$ cat src/rtl/psg_wr_pkg.sv
package psg_wr_pkg;
  localparam int NTONE = 3;
  localparam int NVOL  = 4;
  typedef logic [2:0] reg_sel_t;
  localparam reg_sel_t NOISE_CTL_SEL = 3'd6;
endpackage

$ cat src/rtl/psg_tick_gen.sv
module psg_tick_gen #(
  parameter int CLK_DIV = 8
) (
  input  logic clk,
  input  logic rst,
  output logic tick
);
  generate
    if (CLK_DIV <= 1) begin : g_nodiv
      assign tick = 1'b1;
    end else begin : g_div
      localparam int CW = $clog2(CLK_DIV);
      localparam logic [CW-1:0] LAST = CW'(CLK_DIV - 1);
      logic [CW-1:0] cnt_q;
      always_ff @(posedge clk) begin
        if (rst) cnt_q <= '0;
        else if (cnt_q == LAST) cnt_q <= '0;
        else cnt_q <= cnt_q + 1'b1;
      end
      assign tick = (cnt_q == LAST);
      assert_cnt_range_R8: assert property (@(posedge clk) disable iff (rst)
        cnt_q <= LAST);
      assert_tick_gap_R8: assert property (@(posedge clk) disable iff (rst)
        tick |=> !tick);
    end
  endgenerate
endmodule

$ cat src/rtl/psg_ready_ctl.sv
module psg_ready_ctl (
  input  logic clk,
  input  logic rst,
  input  logic wr_en,
  input  logic tick,
  output logic ready
);
  always_ff @(posedge clk) begin
    if (rst) ready <= 1'b1;
    else if (wr_en) ready <= 1'b0;
    else if (tick) ready <= 1'b1;
  end

  assert_ready_drop_R7: assert property (@(posedge clk) disable iff (rst)
    wr_en |=> !ready);
  assert_ready_rise_R7: assert property (@(posedge clk) disable iff (rst)
    $rose(ready) |-> ($past(tick) && !$past(wr_en)));
  assert_ready_hold_R7: assert property (@(posedge clk) disable iff (rst)
    (ready && !wr_en) |=> ready);
endmodule

$ cat src/rtl/psg_reg_decode.sv
module psg_reg_decode
  import psg_wr_pkg::*;
#(
  parameter int PER_W        = 10,
  parameter int ATT_W        = 4,
  parameter int NCTL_W       = 3,
  parameter bit ZERO_IS_MAX  = 1'b1,
  parameter bit DROP_SHORT   = 1'b0,
  parameter int PTR_AT_RESET = 0
) (
  input  logic                        clk,
  input  logic                        rst,
  input  logic                        wr_en,
  input  logic [7:0]                  wr_data,
  output logic [NTONE*(PER_W+1)-1:0]  per_eff,
  output logic [NVOL*ATT_W-1:0]       att_flat,
  output logic [NCTL_W-1:0]           nctl,
  output logic                        nctl_wr
);
  localparam int HI_W = PER_W - 4;
  localparam logic [PER_W:0] ZERO_VAL = ZERO_IS_MAX ? {1'b1, {PER_W{1'b0}}} : '0;

  reg_sel_t ptr_q;
  logic [NTONE-1:0][PER_W-1:0] per_q, per_n;
  logic [NVOL-1:0][ATT_W-1:0]  att_q, att_n;
  logic [NCTL_W-1:0]           nctl_n;
  logic                        is_latch, accept, hits_ctl;
  reg_sel_t                    tgt;

  always_comb begin
    is_latch = wr_data[7];
    tgt      = is_latch ? reg_sel_t'(wr_data[6:4]) : ptr_q;
    accept   = wr_en && (is_latch || !(DROP_SHORT && (tgt[0] || tgt == NOISE_CTL_SEL)));
    hits_ctl = accept && (tgt == NOISE_CTL_SEL);
    per_n    = per_q;
    att_n    = att_q;
    nctl_n   = nctl;
    if (accept) begin
      if (tgt[0]) begin
        att_n[tgt[2:1]] = wr_data[ATT_W-1:0];
      end else if (tgt == NOISE_CTL_SEL) begin
        nctl_n = wr_data[NCTL_W-1:0];
      end else if (is_latch) begin
        per_n[tgt[2:1]][3:0] = wr_data[3:0];
      end else begin
        per_n[tgt[2:1]][PER_W-1:4] = wr_data[HI_W-1:0];
      end
    end
  end

  always_ff @(posedge clk) begin
    if (rst) begin
      ptr_q   <= reg_sel_t'(PTR_AT_RESET);
      per_q   <= '0;
      att_q   <= '0;
      nctl    <= '0;
      nctl_wr <= 1'b0;
    end else begin
      if (wr_en && is_latch) ptr_q <= reg_sel_t'(wr_data[6:4]);
      per_q   <= per_n;
      att_q   <= att_n;
      nctl    <= nctl_n;
      nctl_wr <= hits_ctl;
    end
  end

  genvar gi;
  generate
    for (gi = 0; gi < NTONE; gi++) begin : g_eff
      always_ff @(posedge clk) begin
        if (rst) per_eff[gi*(PER_W+1) +: PER_W+1] <= ZERO_VAL;
        else if (per_n[gi] == '0) per_eff[gi*(PER_W+1) +: PER_W+1] <= ZERO_VAL;
        else per_eff[gi*(PER_W+1) +: PER_W+1] <= {1'b0, per_n[gi]};
      end
    end
  endgenerate

  assign att_flat = att_q;

  assert_ptr_hold_R1: assert property (@(posedge clk) disable iff (rst)
    (wr_en && !wr_data[7]) |=> $stable(ptr_q));
  assert_att_quiet_R3: assert property (@(posedge clk) disable iff (rst)
    !wr_en |=> $stable(att_q));
  assert_per_quiet_R2: assert property (@(posedge clk) disable iff (rst)
    !wr_en |=> $stable(per_q));
  assert_nwr_cause_R9: assert property (@(posedge clk) disable iff (rst)
    nctl_wr |-> $past(wr_en));

  generate
    if (DROP_SHORT) begin : g_drop_chk
      assert_drop_att_R5: assert property (@(posedge clk) disable iff (rst)
        (wr_en && !wr_data[7] && (ptr_q[0] || ptr_q == NOISE_CTL_SEL)) |=>
          ($stable(att_q) && $stable(nctl) && !nctl_wr));
    end
  endgenerate
endmodule

$ cat src/rtl/psg_reg_if.sv
module psg_reg_if
  import psg_wr_pkg::*;
#(
  parameter int PER_W        = 10,
  parameter int ATT_W        = 4,
  parameter int NCTL_W       = 3,
  parameter int CLK_DIV      = 8,
  parameter bit ZERO_IS_MAX  = 1'b1,
  parameter bit DROP_SHORT   = 1'b0,
  parameter int PTR_AT_RESET = 0
) (
  input  logic                           clk,
  input  logic                           rst,
  input  logic                           wr_en,
  input  logic [7:0]                     wr_data,
  output logic [3*(PER_W+1)-1:0]         tone_period,
  output logic [3*ATT_W-1:0]             tone_atten,
  output logic [ATT_W-1:0]               noise_atten,
  output logic [NCTL_W-1:0]              noise_ctl,
  output logic                           noise_ctl_wr,
  output logic                           ready
);
  logic                     tick;
  logic [NVOL*ATT_W-1:0]    att_flat;

  psg_tick_gen #(.CLK_DIV(CLK_DIV)) u_tick (
    .clk(clk), .rst(rst), .tick(tick)
  );

  psg_reg_decode #(
    .PER_W(PER_W), .ATT_W(ATT_W), .NCTL_W(NCTL_W),
    .ZERO_IS_MAX(ZERO_IS_MAX), .DROP_SHORT(DROP_SHORT), .PTR_AT_RESET(PTR_AT_RESET)
  ) u_dec (
    .clk(clk), .rst(rst), .wr_en(wr_en), .wr_data(wr_data),
    .per_eff(tone_period), .att_flat(att_flat),
    .nctl(noise_ctl), .nctl_wr(noise_ctl_wr)
  );

  psg_ready_ctl u_rdy (
    .clk(clk), .rst(rst), .wr_en(wr_en), .tick(tick), .ready(ready)
  );

  assign tone_atten  = att_flat[3*ATT_W-1:0];
  assign noise_atten = att_flat[NVOL*ATT_W-1 -: ATT_W];
endmodule

$ cat config.mk
export PLATFORM = sky130hd
export DESIGN_NAME = psg_reg_if
export DESIGN_NICKNAME = d
export VERILOG_FILES = /design/src/rtl/psg_wr_pkg.sv /design/src/rtl/psg_tick_gen.sv /design/src/rtl/psg_ready_ctl.sv /design/src/rtl/psg_reg_decode.sv /design/src/rtl/psg_reg_if.sv
export SDC_FILE = /design/constraint.sdc
export NUM_CORES = 1
export LEC_CHECK = 0
export CAP_MARGIN = 20
export CORE_MARGIN = 2
export CORE_UTILIZATION = 46
export DETAILED_ROUTE_END_ITERATION = 8
export GPL_ROUTABILITY_DRIVEN = 0
export PLACE_DENSITY = 0.83
export SLEW_MARGIN = 20
export SYNTH_ARGS = -nofsm -noshare
export SYNTH_HDL_FRONTEND = slang
export SYNTH_SLANG_ARGS = --single-unit
$ cat constraint.sdc
create_clock -name clk -period 1.5 [get_ports clk]
set_clock_uncertainty 0.05 [all_clocks]
set_input_delay 0.375 -clock clk [delete_from_list [all_inputs] [get_ports clk]]
set_output_delay 0.375 -clock clk [all_outputs]
set_load 0.02 [all_outputs]
# Yosys cells after proc, flatten, opt, wreduce, memory -nomap -nowiden
# Index checks and enable logic that the tools add are counted.
# W data, S select, Z words.
[totals]
register_bits = 90
in_bits = 11
output_inout_bits = 54
elab_cells = 56
[classes]
addsub = 1
magnitude_cmp = 2
eq_ne = 2
muxes = 19
n_bitwise = 1
n_reduce_logical = 13
[ops]
columns = ["op", "count"]
rows = [
  ["$mux W30", 4],
  ["$bwmux W30", 2],
  ["$demux W10 S2", 2],
  ["$mux W11", 3],
  ["$logic_not A10 Y1", 3],
  ["$bwmux W16", 1],
  ["$mux W10", 1],
  ["$demux W4 S2", 1],
  ["$mux W4", 2],
  ["$reduce_or A2 Y1", 4],
  ["$eq A3 B3 Y1 const B", 2],
  ["$add A3 B1 Y3 const B", 1],
  ["$logic_and A1 B1 Y1", 3],
  ["$lt A2 B3 Y1 const B", 1],
  ["$mux W3", 1],
  ["$reduce_and A3 Y1", 1],
  ["$ge A2 B1 Y1 const B", 1],
  ["$mux W1", 2],
  ["$reduce_and A2 Y1", 1],
  ["$reduce_bool A2 Y1", 1],
  ["$not A1 Y1", 1],
]

# Depth between registers and ports, before layout
# Gate-level depths: netlist of run 1.
[depth]
depth_word = 12
ltp_mapped = 6
mapped_depth_nobuf = 4

# Modules after synthesis
# From an unflattened synthesis of run 1, not the netlist that was laid out.
[unflattened]
hier_cells = 353
hier_area_um2 = 3350.7
[modules_own_cells]
columns = ["mod", "n_inst", "cells_each", "area_per_inst_um2", "seq_area_each_um2"]
rows = [
  ["psg_reg_decode", 1, 342, 3210.6, 1721.7],
  ["psg_tick_gen", 1, 8, 105.1, 60.1],
  ["psg_ready_ctl", 1, 3, 35.0, 20.0],
]

# Worst setup path after synthesis of run 1
# Ideal clock, no wire load.
[synth_path]
kind = "input to register"
from = "input port wr_en"
to = "register u_dec.per_eff[32]"
setup_time_ps = 79
arrival_time_ps = 1416
required_ps = 1371
path_slack_ps = -45
path_stages = 6
n_path_buf = 2
path_cell_list = "buf_4 > nor3b_4 > nand3b_2 > buf_6 > o21a_1 > a211oi_2"
[synth_via]
elab_chain_len = 3
[synth_lines]
columns = ["item", "line_no", "rtl"]
rows = [
  ["start: declaration", "psg_reg_if.sv:14", "input logic wr_en,"],
  ["$mux W30", "psg_reg_decode.sv:38", "if (accept) begin"],
  ["$logic_not A10 Y1", "psg_reg_decode.sv:72", "else if (per_n[gi] == '0) per_eff[gi*(PER_W+1) +: PER_W+1] <= ZERO_VAL;"],
  ["$mux W11", "psg_reg_decode.sv:72", ""],
  ["end signal: indexed assignment", "psg_reg_decode.sv:73", "else per_eff[gi*(PER_W+1) +: PER_W+1] <= {1'b0, per_n[gi]};"],
  ["end: declaration", "psg_reg_decode.sv:15", "output logic [NTONE*(PER_W+1)-1:0] per_eff,"],
]
# Every way passes these cells.
# A chain may end at the register's enable or synchronous reset.

# Worst setup path in the final report of run 1
[layout_path]
from = "register u_dec.ptr_q[1]"
to = "register u_dec.nctl[0]"
[layout_via]
elab_chain_len = 3
[layout_lines]
columns = ["item", "line_no", "rtl"]
rows = [
  ["start: declaration", "psg_reg_decode.sv:23", "reg_sel_t ptr_q;"],
  ["start signal: assignment", "psg_reg_decode.sv:53", "ptr_q <= reg_sel_t'(PTR_AT_RESET);"],
  ["start signal: assignment", "psg_reg_decode.sv:59", "if (wr_en && is_latch) ptr_q <= reg_sel_t'(wr_data[6:4]);"],
  ["$mux W3", "psg_reg_decode.sv:32", "tgt = is_latch ? reg_sel_t'(wr_data[6:4]) : ptr_q;"],
  ["$eq A3 B3 Y1", "psg_reg_decode.sv:41", "end else if (tgt == NOISE_CTL_SEL) begin"],
  ["$reduce_and A3 Y1 (no source line)", "--", ""],
  ["end signal: assignment", "psg_reg_decode.sv:62", "nctl <= nctl_n;"],
  ["end: declaration", "psg_reg_decode.sv:17", "output logic [NCTL_W-1:0] nctl,"],
]
# Every way passes these cells.

==> results.py, run 1 <==
metrics = {
    "timing": {
        "finalCritPeriodShare": 1.03,
        "rsz0062_at_grt": "true",
        "whs_ns": 0.271,
        "setup_viol_count_final": 12,
        "hold_viol_final": 0,
        "min_period_ns": 1.54,
        "slew_violations": 0,
        "clock.fmax_mhz": 650,
        "setup_slack_ns": -0.0376,
        "worstMarginPinSlew_ns": 0.495,
        "slew_headroom": 0.667,
    },
    "floorplan": {
        "start_util": 0.479,
        "dieArea_um2": 7840,
        "rows": 30,
        "io_pins": 65,
        "fp.dieW_um": 88.5,
        "core_um2": 6870,
        "die_h_um": 88.5,
    },
    "detailed_routing": {
        "avgRoutedWirePerCell_um": 16.2,
        "vias": 2727,
        "met2_length_mm": 4.10,
        "routed.top_layer": "met4",
        "ant_nets": 0,
        "drt-pass1-iter-count": 5,
        "drt_iter0_drc": 117,
        "drt_wl_total_mm": 8.32,
        "wl_met3_um": 497,
        "drc_errors": 0,
        "wl_met1_mm": 3.49,
        "routed_via_density": 5.30,
    },
    "final_layout": {
        "area_growth_pct": 43.1,
        "final_cells": 515,
        "finalNetCount": 427,
        "finalInstanceArea_um2": 4700,
        "antennaDiodeCount": 0,
        "num-fill-cells": 478,
        "final_layout_size_suffix_gt1_frac": 0.229,
    },
    "outcome": {
        "violations": "setup timing",
        "status": "finished with violations",
    },
    "logic_synthesis": {
        "mappedNetlistNets": 338,
        "synth.mux.area_fraction": 0.137,
        "synth_xor_area_frac": 0,
        "synth_top_area_share": 0.548,
        "synth_edf_count": 0,
        "yosysWarnings": 0,
        "yosys.area_share.simple": 0.189,
        "synth-compound-area-share": 0.0795,
        "synth.most_common_cell": "dfxtp_1",
        "synth_cell_types": 45,
        "seq_area_frac_synth": 0.548,
        "dominantRegCellSynth": "dfxtp_1",
        "synth_area_um2": 3290,
        "netlist_top_cells_area": "dfxtp_1 55%, mux2i_1 13%, nor2_1 8.1%, a21oi_1 2.3%, nand2_1 1.6%",
        "yosys.area.top_type": "dfxtp_1",
        "syn-mean-instance-area_um2": 10.1,
        "yosys-top-cells-count": "90 x dfxtp_1, 71 x nor2_1, 44 x mux2i_1",
        "async_flop_share": 0,
        "synth_top_family_by_area": "simple AND/OR/NAND/NOR gates",
        "syn_inst": 325,
        "synth_adder_area_share": 0.00761,
        "synth-seq-cells": 90,
    },
    "setup_path": {
        "r2r_slack_ns": -0.04,
        "r2r_end": "u_dec.nctl[0]",
        "critPathBufInv": 2,
        "path_class": "flop to flop",
        "worstPathMaxFanout": 3,
        "timing.rr.start": "u_dec.ptr_q[1]",
        "cp-end-kind": "flop",
        "worstPathRequired_ns": 1.69,
        "r2r_cells": 6,
        "crit_chain": "buf_6, and3b_1, o211ai_1, buf_4, mux2i_1, nor2_1",
        "slowest_stage": "dfxtp_4",
        "startpoint_type": "flop",
        "cp.arrival_ns": 1.73,
        "critPathTopFamily": "flip-flops",
        "cp_slowest_stage_delay_ns": 0.37,
    },
    "flow_run": {
        "maxCapViolations": 0,
    },
    "cts": {
        "clock_tree.buffer_depth": 2,
        "cts_tree": "built",
        "numCtsBuffers": 9,
        "clock_latency_ns": 0.35,
        "numClockSinks": 90,
        "clockRootBuffer": "clkbuf_8",
        "clk_transition_reported_paths_ns": 0.08,
        "h-tree-depth": 3,
        "cts_hold_buf": 0,
    },
    "worst_hold_path": {
        "min_to": "u_dec.per_q[24]",
        "hp-class": "input port to flop",
        "whs_path_depth": 2,
        "holdCritStartpoint": "rst",
    },
    "grt": {
        "track_usage": 0.208,
        "grt_start_max_net_pins": 40,
        "antenna_found_initial": 0,
        "grt-ovfl-total": 0,
        "grt_pass1_vias": 2577,
        "grt_pass1_wl_mm": 12.4,
    },
    "placement": {
        "placed_area_um2": 4210,
        "io_buffers": 64,
        "dpl.hpwl_mm": 5.11,
        "dp.cells": 492,
    },
    "power_and_ir_drop": {
        "leakage_nw": 2.27,
        "power_mw": 4.77,
        "powerDensity_nw_per_um2": 1010,
        "vdd_drop_max_v": 0.000526,
    },
}
report_power, final:
| part | internal (mW) | switching (mW) |
|---|---|---|
| clock network | 0.937 | 0.811 |
| logic | 0.241 | 0.301 |
| registers | 2.45 | 0.0305 |
layout make-up:
class	instances	area [um^2]	share of cell area
clock inverters	5	78.8	0.0168
flip-flops and latches	90	1810	0.384
repair buffers	102	953	0.203
inverters	2	7.51	0.00160
multi-input cells	209	1610	0.341
well taps	96	120	0.0255
clock buffers	11	131	0.0279
how the worst max path moves through the flow:
stage	start	end	cells past startpoint
finish	u_dec.ptr_q[1]	u_dec.nctl[0]	6
floorplan	wr_data[7]	u_dec.per_eff[32]	6
CTS	u_dec.ptr_q[1]	u_dec.nctl[0]	6
global placement	wr_data[7]	u_dec.nctl[2]	7
detailed placement	wr_data[7]	u_dec.nctl[2]	7
global route	u_dec.ptr_q[1]	u_dec.nctl[0]	6
registers in the layout, indices dropped and copies added (netlist names):
register and cells:
u_dec.att_flat 16, u_dec.nctl 3, u_dec.nctl_wr 1, u_dec.per_eff 33, u_dec.per_q 30, u_dec.ptr_q 3, u_rdy.ready 1, u_tick.g_div.cnt_q 3
stage by stage:
step	setup slack [ns]	util	TNS [ns]
floorplan	-0.0312	-	-0.187
global placement	-0.612	0.613	-39.43
detailed placement	-0.637	0.613	-42.07
CTS	-0.0227	0.653	-0.136
global route	-0.108	0.685	-1.81
finish	-0.0376	0.685	-0.171
repair_timing:
item | 4_1_cts | 5_1_grt
gates cloned | 1 | 0
endpoints found under the setup margin | 137 | 62
gates resized for setup | 73 | 48
pin swaps | 8 | 11
setup buffers | 5 | 1
cells in the final DEF (no fill, tap or decap), drive strengths merged, types with 2 or more instances in the layout:
| cell type | instances |
|---|---|
| and3 | 2 |
| dlygate4sd2 | 48 |
| clkdlybuf4s50 | 4 |
| clkbuf | 11 |
| a211oi | 2 |
| nand2b | 2 |
| o221ai | 2 |
| and3b | 3 |
| nand2 | 14 |
| a21oi | 15 |
| nor4 | 3 |
| nor2 | 72 |
| o21ai | 2 |
| or4 | 2 |
| mux2i | 44 |
| clkdlybuf4s15 | 10 |
| bufinv | 2 |
| o211ai | 5 |
| ha | 2 |
| inv | 2 |
| dfxtp | 90 |
| nor3b | 7 |
| clkinv | 3 |
| o311a | 2 |
| buf | 39 |
| nand3 | 9 |
| nor3 | 7 |
kinds of logic after synthesis:
logic type               count (synthesis)
AO/OA/AOI/OAI                           35
adder cells (fa/ha/maj)                  2
buffers and inverters                   26
flip-flops                              90
multiplexers                            45
AND/OR/NAND/NOR                        127
per-layer routing:
layer / global-route usage / vias to the layer above
met5: 0 / -
met4: 0.0868 / 0
met3: 0.0438 / 27
met2: 0.340 / 93
met1: 0.270 / 1313
li1: - / 1294
Note: power is estimated with default switching activity, not from simulation.
==> run 2, diff against run 1 <==
Settings changed: GPL_ROUTABILITY_DRIVEN 0 to 1, PLACE_DENSITY 0.83 to 0.75.
==> run 2 against run 1 <==
The run still ends with setup timing left. Die area stayed put. Sequential share of layout area is 0.81 points higher. Sequential power hardly changed. Core utilization is 1.5 points lower. Flip-flop and latch count stayed put. Largest cell class unchanged. Largest power group unchanged. Highest routed layer unchanged.
==> results.py, run 2 (same netlist as run 1, synthesis figures left out) <==
metrics = {
    "setup_path": {
        "worstPathRequired_ns": 1.74,
        "crit_end": "u_dec.per_eff[10]",
        "critPathTopFamily": "simple AND/OR/NAND/NOR gates",
        "path_class": "flop to flop",
        "startpoint_type": "flop",
        "cp.arrival_ns": 1.75,
        "r2r_end": "u_dec.per_eff[10]",
        "worstPathMaxFanout": 2,
        "crit_chain": "or4_4, a211oi_4, a22oi_2, o221ai_2",
        "r2r_cells": 4,
        "r2r_slack_ns": -0.009,
        "timing.rr.start": "u_dec.per_q[6]",
        "slowest_stage": "or4_4",
        "cp-startpoint": "u_dec.per_q[6]",
        "cp_slowest_stage_delay_ns": 0.55,
        "critPathBufInv": 0,
        "cp-end-kind": "flop",
        "cp.depth": 4,
    },
    "placement": {
        "place_ws_ns": -0.590,
        "gp_congestion": 0.791,
        "io_buffers": 64,
        "dpl.hpwl_mm": 5.03,
        "dp.cells": 493,
    },
    "final_layout": {
        "finalNetCount": 427,
        "num-fill-cells": 561,
        "area_growth_pct": 39.9,
        "layout.cells.most_common": "dfxtp_1",
        "final_layout_size_suffix_gt1_frac": 0.213,
        "utilization": 0.670,
        "antennaDiodeCount": 0,
        "largest_reg_flops": 33,
        "final_cell_mix": "87 x dfxtp_1, 71 x nor2_1, 48 x dlygate4sd2_1",
        "final_cells": 514,
        "top_register": "u_dec.per_eff",
    },
    "cts": {
        "h-tree-depth": 3,
        "clockRootBuffer": "clkbuf_8",
        "numClockSinks": 90,
        "clock_latency_ns": 0.36,
        "cts_hold_buf": 0,
        "numCtsBuffers": 9,
        "cts_tree": "built",
        "clock_tree.buffer_depth": 2,
        "clk_transition_reported_paths_ns": 0.09,
    },
    "timing": {
        "setup_slack_ns": -0.00852,
        "slew_headroom": 0.670,
        "min_period_ns": 1.51,
        "setup_viol_count_final": 1,
        "hold_viol_final": 0,
        "rsz0062_at_grt": "true",
        "clock.fmax_mhz": 663,
        "finalCritPeriodShare": 1.01,
        "whs_ns": 0.378,
        "worstMarginPinSlew_ns": 0.491,
        "slew_violations": 0,
    },
    "outcome": {
        "status": "finished with violations",
        "violations": "setup timing",
    },
    "grt": {
        "track_usage": 0.207,
        "antenna_found_initial": 0,
        "grt-ovfl-total": 0,
        "grt_start_max_net_pins": 30,
        "grt_pass1_vias": 2498,
        "grt_pass1_wl_mm": 12.2,
    },
    "detailed_routing": {
        "ant_nets": 0,
        "drt_wl_total_mm": 7.63,
        "vias": 2656,
        "avgRoutedWirePerCell_um": 14.8,
        "drt-pass1-iter-count": 4,
        "routed_via_density": 5.17,
        "drt_iter0_drc": 158,
        "drc_errors": 0,
    },
    "floorplan": {
        "fp.dieW_um": 88.5,
        "io_pins": 65,
        "core_um2": 6870,
        "rows": 30,
        "die_h_um": 88.5,
        "dieArea_um2": 7840,
        "start_util": 0.479,
    },
    "power_and_ir_drop": {
        "internal-power_mw": 4.15,
        "power_mw": 5.29,
        "switchingPower_mw": 1.14,
        "switching_share": 0.215,
        "power_frac_clock": 0.436,
        "vdd_drop_max_v": 0.000698,
        "pwr-share-seq": 0.468,
        "pwr-share-comb": 0.095,
        "powerDensity_nw_per_um2": 1150,
        "leakage_nw": 2.32,
    },
    "worst_hold_path": {
        "hp-class": "input port to flop",
        "holdCritStartpoint": "rst",
    },
    "flow_run": {
        "maxCapViolations": 0,
    },
}
[run 2: cell types whose count changed in the layout (fill, tap and decap cells not counted), sizes merged]
cell           previous run  this run
clkdlybuf4s15            10         8
bufinv                    2         5
bufbuf                    1         0
clkinv                    3         0
clkbuf                   11        13
[run 2: cell type report]
cell class	count	area [um^2]	share of cell area
clock buffer	10	138	0.0299
timing repair buffer	102	902	0.196
sequential	90	1810	0.392
clock inverter	5	150	0.0326
multi-input combinational	209	1480	0.321
inverter	2	7.51	0.00163
tap	96	120	0.0261
[run 2: worst register-to-register path: stages, from the launching register on]
cell and delay [ns]:
dfxtp_1 0.32, or4_4 0.55, a211oi_4 0.24, a22oi_2 0.12, o221ai_2 0.16
[run 2: per-stage QoR]
| step | TNS (ns) | cell area (um^2) |
|---|---|---|
| finish | -0.00852 | 4600 |
| global route | -0.0914 | 4600 |
| CTS | 0 | 4540 |
| detailed placement | -40.86 | 4230 |
| global placement | -39.50 | 4230 |
| floorplan | -0.187 | 3330 |
[run 2: worst min path at each step]
stage | end | slack, ns | depth (start not counted)
after floorplan | u_tick.g_div.cnt_q[0] | 0.36 | 1
after global placement | u_tick.g_div.cnt_q[0] | 0.37 | 1
after detailed placement | u_tick.g_div.cnt_q[0] | 0.38 | 1
after CTS | u_rdy.ready | 0.36 | 3
after global routing | u_dec.ptr_q[1] | 0.38 | 3
final | u_dec.ptr_q[1] | 0.38 | 3
[run 2: timing repair]
item	4_1_cts	5_1_grt
setup endpoints to repair	125	43
pin swaps	6	9
buffers inserted	5	1
gates resized for setup	75	26
[run 2: power groups by stage]
stage | Clock [mW] | Sequential, mW | Combinational (mW)
after floorplan | 0 | 2.57 | 0.232
after global placement | 0 | 2.53 | 0.469
after detailed placement | 0 | 2.53 | 0.475
after CTS | 2.34 | 2.47 | 0.476
after global routing | 2.44 | 2.48 | 0.545
final | 2.31 | 2.47 | 0.504
[run 2: per-layer routing]
| metal | part of all wire | track usage | wire [um] |
|---|---|---|---|
| met5 | 0 | 0 | 0 |
| met4 | 0.020 | 0.0937 | 150 |
| met3 | 0.054 | 0.0457 | 415 |
| met1 | 0.45 | 0.267 | 3470 |
| met2 | 0.47 | 0.334 | 3600 |
